==> src/rtl/fwd_pkg.sv <==
package fwd_pkg;
  typedef enum logic [1:0] {
    FWD_RF  = 2'b00,
    FWD_XM  = 2'b01,
    FWD_MW  = 2'b10
  } fwd_sel_e;

  localparam int unsigned NUM_EX_SRC = 2;
endpackage

==> src/rtl/fwd_match.sv <==
module fwd_match #(
  parameter int unsigned REG_AW = 5
) (
  input  logic [REG_AW-1:0] src,
  input  logic [REG_AW-1:0] dst,
  input  logic              wen,
  input  logic              blocked,
  output logic              hit
);
  localparam logic [REG_AW-1:0] ZERO_REG = '0;

  always_comb begin
    hit = wen && !blocked && (dst != ZERO_REG) && (dst == src);
  end
endmodule

==> src/rtl/fwd_ex_sel.sv <==
module fwd_ex_sel
  import fwd_pkg::*;
#(
  parameter int unsigned DATA_W = 32,
  parameter int unsigned REG_AW = 5
) (
  input  logic [REG_AW-1:0] src,
  input  logic [DATA_W-1:0] rf_val,
  input  logic [REG_AW-1:0] xm_dst,
  input  logic              xm_wen,
  input  logic              xm_is_load,
  input  logic [DATA_W-1:0] xm_result,
  input  logic [REG_AW-1:0] mw_dst,
  input  logic              mw_wen,
  input  logic [DATA_W-1:0] mw_val,
  output fwd_sel_e          sel,
  output logic [DATA_W-1:0] val
);
  logic hit_xm;
  logic hit_mw;

  // a load in execute/memory holds an address, not data
  fwd_match #(.REG_AW(REG_AW)) u_m_xm (
    .src(src), .dst(xm_dst), .wen(xm_wen), .blocked(xm_is_load), .hit(hit_xm)
  );

  fwd_match #(.REG_AW(REG_AW)) u_m_mw (
    .src(src), .dst(mw_dst), .wen(mw_wen), .blocked(1'b0), .hit(hit_mw)
  );

  always_comb begin
    if (hit_xm) begin
      sel = FWD_XM;
      val = xm_result;
    end else if (hit_mw) begin
      sel = FWD_MW;
      val = mw_val;
    end else begin
      sel = FWD_RF;
      val = rf_val;
    end
  end
endmodule

==> src/rtl/fwd_sd_sel.sv <==
module fwd_sd_sel #(
  parameter int unsigned DATA_W = 32,
  parameter int unsigned REG_AW = 5
) (
  input  logic              xm_is_store,
  input  logic [REG_AW-1:0] xm_sd_src,
  input  logic [DATA_W-1:0] xm_sd_val,
  input  logic [REG_AW-1:0] mw_dst,
  input  logic              mw_wen,
  input  logic [DATA_W-1:0] mw_val,
  output logic              sel,
  output logic [DATA_W-1:0] val
);
  logic hit;

  fwd_match #(.REG_AW(REG_AW)) u_m_sd (
    .src(xm_sd_src), .dst(mw_dst), .wen(mw_wen), .blocked(!xm_is_store), .hit(hit)
  );

  always_comb begin
    sel = hit;
    val = hit ? mw_val : xm_sd_val;
  end
endmodule

==> src/rtl/fwd_unit.sv <==
module fwd_unit
  import fwd_pkg::*;
#(
  parameter int unsigned DATA_W = 32,
  parameter int unsigned REG_AW = 5
) (
  input  logic [REG_AW-1:0] ex_src_a,
  input  logic [REG_AW-1:0] ex_src_b,
  input  logic [DATA_W-1:0] ex_rf_a,
  input  logic [DATA_W-1:0] ex_rf_b,
  input  logic [REG_AW-1:0] xm_dst,
  input  logic              xm_wen,
  input  logic              xm_is_load,
  input  logic [DATA_W-1:0] xm_result,
  input  logic              xm_is_store,
  input  logic [REG_AW-1:0] xm_sd_src,
  input  logic [DATA_W-1:0] xm_sd_val,
  input  logic [REG_AW-1:0] mw_dst,
  input  logic              mw_wen,
  input  logic [DATA_W-1:0] mw_val,
  output logic [1:0]        op_a_sel,
  output logic [1:0]        op_b_sel,
  output logic [DATA_W-1:0] op_a_val,
  output logic [DATA_W-1:0] op_b_val,
  output logic              sd_sel,
  output logic [DATA_W-1:0] sd_val
);
  localparam logic [REG_AW-1:0] ZERO_REG = '0;

  logic [REG_AW-1:0] src_arr [NUM_EX_SRC];
  logic [DATA_W-1:0] rf_arr  [NUM_EX_SRC];
  fwd_sel_e          sel_arr [NUM_EX_SRC];
  logic [DATA_W-1:0] val_arr [NUM_EX_SRC];

  always_comb begin
    src_arr[0] = ex_src_a;
    src_arr[1] = ex_src_b;
    rf_arr[0]  = ex_rf_a;
    rf_arr[1]  = ex_rf_b;
  end

  for (genvar gi = 0; gi < NUM_EX_SRC; gi++) begin : g_ex_op
    fwd_ex_sel #(.DATA_W(DATA_W), .REG_AW(REG_AW)) u_ex_sel (
      .src       (src_arr[gi]),
      .rf_val    (rf_arr[gi]),
      .xm_dst    (xm_dst),
      .xm_wen    (xm_wen),
      .xm_is_load(xm_is_load),
      .xm_result (xm_result),
      .mw_dst    (mw_dst),
      .mw_wen    (mw_wen),
      .mw_val    (mw_val),
      .sel       (sel_arr[gi]),
      .val       (val_arr[gi])
    );
  end

  fwd_sd_sel #(.DATA_W(DATA_W), .REG_AW(REG_AW)) u_sd_sel (
    .xm_is_store(xm_is_store),
    .xm_sd_src  (xm_sd_src),
    .xm_sd_val  (xm_sd_val),
    .mw_dst     (mw_dst),
    .mw_wen     (mw_wen),
    .mw_val     (mw_val),
    .sel        (sd_sel),
    .val        (sd_val)
  );

  always_comb begin
    op_a_sel = sel_arr[0];
    op_b_sel = sel_arr[1];
    op_a_val = val_arr[0];
    op_b_val = val_arr[1];
  end

  // checks on the combined outputs of the per-operand selectors
  always_comb begin
    // an execute/memory forward never comes from a load or a disabled writer
    assert_xm_fwd_qualified_R5: assert (!(op_a_sel == 2'b01 && (xm_is_load || !xm_wen)))
      else $error("op_a forwarded from load or disabled writer");
    assert_xm_fwd_qualified_b_R5: assert (!(op_b_sel == 2'b01 && (xm_is_load || !xm_wen)))
      else $error("op_b forwarded from load or disabled writer");
    // register 0 never forwarded
    assert_no_zero_fwd_R6: assert (!(op_a_sel != 2'b00 && ex_src_a == ZERO_REG))
      else $error("register 0 forwarded on op_a");
    assert_no_zero_sd_R6: assert (!(sd_sel && xm_sd_src == ZERO_REG))
      else $error("register 0 forwarded to store data");
    // late store path only for stores
    assert_sd_only_store_R9: assert (!(sd_sel && !xm_is_store))
      else $error("store-data forward without a store");
    // the younger producer wins a double match
    assert_younger_wins_R4: assert (!(op_b_sel == 2'b10 && xm_wen && !xm_is_load
                                       && xm_dst == ex_src_b && xm_dst != ZERO_REG))
      else $error("older producer chosen over younger");
    // encoding 2'b11 unused
    assert_sel_legal_R1: assert (op_a_sel != 2'b11 && op_b_sel != 2'b11)
      else $error("illegal select code");
  end
endmodule

==> config.mk <==
export PLATFORM = sky130hd
export DESIGN_NAME = fwd_unit
export DESIGN_NICKNAME = d
export VERILOG_FILES = /design/src/rtl/fwd_pkg.sv /design/src/rtl/fwd_match.sv /design/src/rtl/fwd_ex_sel.sv /design/src/rtl/fwd_sd_sel.sv /design/src/rtl/fwd_unit.sv
export SDC_FILE = /design/constraint.sdc
export NUM_CORES = 1
export LEC_CHECK = 0
export BUFFER_PORTS_ARGS = -buffer_cell sky130_fd_sc_hd__buf_4
export CAP_MARGIN = 20
export CELL_PAD_IN_SITES_DETAIL_PLACEMENT = 1
export CELL_PAD_IN_SITES_GLOBAL_PLACEMENT = 2
export CORE_UTILIZATION = 14
export DETAILED_ROUTE_END_ITERATION = 10
export PLACE_DENSITY = 0.77
export SYNTH_ARGS = -nofsm -noshare
export SYNTH_HDL_FRONTEND = slang
export SYNTH_HIERARCHICAL = 1
export SYNTH_SLANG_ARGS = --single-unit
==> constraint.sdc <==
create_clock -name vclk -period 1.62
set_input_delay 0.324 -clock vclk [all_inputs]
set_output_delay 0.324 -clock vclk [all_outputs]
set_load 0.1 [all_outputs]
==> flow_metrics.py <==
metrics = {
    "run_status": {
        "outcome": "complete, but fails checks",
        "failed_checks": "setup timing",
    },
    "synthesis": {
        "seq_area_frac_synth_pct": 0,
        "synth_top_area_share_pct": 26.20,
        "syn_area_sq_um": 2445,
        "synth_largest_area_cell": "mux2i_1",
        "synth_cell_types": 20,
        "avgSynthCellArea_sq_um": 7.836,
        "synthesis.nets": 501,
        "synthCells": 312,
        "synth_common_cells": "64 x mux2i_1, 64 x nand2_1, 58 x o21ai_1",
        "synth_area_leaders": "mux2i_1 26%, mux2_4 18%, o21ai_1 12%",
        "yosysWarnings": 6,
    },
    "die": {
        "core_area_sq_um": 16820,
        "die_area_sq_um": 18000,
        "die_x_um": 134.2,
        "rows": 47,
        "start_util_pct": 14.54,
        "die_y_um": 134.2,
        "top_level_ports": 290,
    },
    "worst_setup_path": {
        "worstPathArrival_ns": 2.03,
        "worst-endpoint-required_ns": 1.30,
        "crit_path_start": "mw_dst[3]",
        "crit_type": "input port to output port",
        "endpoint_kind": "output port",
        "crit_path_start_kind": "input port",
        "crit_path_end": "op_a_val[3]",
        "path_max_fanout": 6,
    },
    "cells_and_area": {
        "ff_latch_area_sq_um": 0,
        "fillCellCount": 1699,
        "clock_buffers": 0,
        "drive_above_1_share_pct": 85.67,
        "syn_to_final_growth_pct": 263.3,
        "multiInputGateArea_sq_um": 3916,
        "n_sequential_cell": 0,
        "n_antenna_cell": 0,
        "finalNetCount": 854,
    },
    "detailed_routing": {
        "wl_per_cell_um": 21.96,
        "drtIter0Drc": 57,
        "via_count": 3983,
        "postRouteAntennaNets": 0,
        "drcViolationCount": 0,
        "wirelength_um": 19390,
        "vias_per_cell": 4.511,
        "drt_pass1_iterations": 4,
    },
    "sta": {
        "fin_crit_sh_pct": 145.3,
        "slew_viol_final": 0,
        "max_freq_mhz": 424.9,
        "period_needed_ns": 2.354,
        "rsz0062_at_grt": "true",
        "hold_viol": 0,
        "worst_slack_ns": -0.7336,
        "finalSetupViolCount": 101,
        "totalNegativeSetupSlack_ns": -63.14,
    },
    "power": {
        "power.leakage_nw": 3.540,
        "ir_worst_vdd_mv": 0.2690,
        "powerDensity_nw_per_um2": 351.9,
    },
    "placed_design": {
        "hpwl_um": 11690,
        "place_ws_ns": -0.7778,
        "numPortBuffers": 290,
        "gp_congestion": 0.8109,
    },
    "clock_tree": {
        "postCtsHoldBufs": 0,
    },
    "grt": {
        "grt_pass1_vias": 4567,
        "grt_pass1_wl_um": 26320,
        "overflow": 0,
        "track_usage_pct": 18.86,
        "grt_antenna_before_repair": 0,
        "grt_max_degree": 31,
    },
    "run": {
        "drv_cap": 0,
    },
    "worst_hold_path": {
        "min_path_type": "input port to output port",
    },
}
==> per-layer routing <==
metal	vias to the layer above	wire length, um	GRT usage [%]
li1	1837	-	-
met1	1929	6796	20.53
met2	193	11060	39.12
met3	24	1119	2.646
met4	0	415	1.436
met5	-	0	0
==> repair_timing <==
action / 4_1_cts / 5_1_grt
endpoints found under the setup margin: 101 / 101
cloned: 11 / 2
setup buffers: 32 / 10
pin swaps: 18 / 27
gates resized for setup: 369 / 128
==> worst max-delay path, cell delays in order <==
cell	delay (ns)
buf_12	0.13
xnor2_4	0.18
nand3_2	0.14
nor4b_4	0.34
buf_6	0.22
buf_12	0.15
mux2i_4	0.28
o21ai_4	0.08
buf_12	0.16
==> cell type report <==
cell class,instances,share of cell area (%)
inverters,11,0.4649
multi-input cells,273,44.10
well taps,220,3.099
repair buffers,379,52.34
==> how the worst min path moves through the flow <==
stage | start | to | slack [ns] | cells past startpoint
final | xm_sd_val[25] | sd_val[25] | 1.04 | 3
after CTS | xm_sd_val[27] | sd_val[27] | 1.03 | 3
after global routing | xm_sd_val[28] | sd_val[28] | 1.04 | 3
after global placement | xm_result[0] | op_a_val[0] | 1.10 | 4
after detailed placement | xm_result[0] | op_a_val[0] | 1.11 | 4
after floorplan | xm_result[29] | op_a_val[29] | 0.93 | 2
==> kinds of logic after synthesis <==
family / after synthesis / synth area share (%)
other: 2 / 0.3072
xor gates and xnor gates: 20 / 7.165
AOI/OAI and AO/OA: 74 / 15.66
and+or+nand+nor: 81 / 17.50
muxes: 96 / 45.55
buffers and inverters: 39 / 13.82
==> through the flow <==
| step | area [sq um] | hold slack, ns | util [%] | power (W) | instances |
|---|---|---|---|---|---|
| after floorplan | 3269 | 0.9316 | - | 0.001582 | 312 |
| after global placement | 5826 | 1.099 | 34.64 | 0.002276 | 833 |
| after detailed placement | 5826 | 1.114 | 34.64 | 0.002305 | 833 |
| after CTS | 8135 | 1.034 | 48.37 | 0.002866 | 875 |
| after global routing | 8881 | 1.037 | 52.80 | 0.003207 | 883 |
| final | 8881 | 1.035 | 52.80 | 0.003125 | 883 |
==> report_power, final <==
group          switching [W]  total [W]  internal (W)
sequential                 0          0             0
clock                      0          0             0
combinational        0.00180    0.00313       0.00133
==> cell usage in the layout (no fill, tap or decap) <==
master,instances
buf_12,114
buf_16,9
buf_4,219
buf_6,27
buf_8,8
clkbuf_16,2
conb_1,2
inv_1,10
inv_2,1
mux2_4,32
mux2i_1,1
mux2i_4,63
nand2_1,64
nand3_2,5
nor2b_4,2
nor4_1,2
nor4_2,2
nor4_4,1
nor4b_4,5
o211ai_1,5
o21ai_0,2
o21ai_1,4
o21ai_4,63
xnor2_2,4
xnor2_4,11
xor2_1,5
Note: power is estimated with default switching activity, not from simulation.
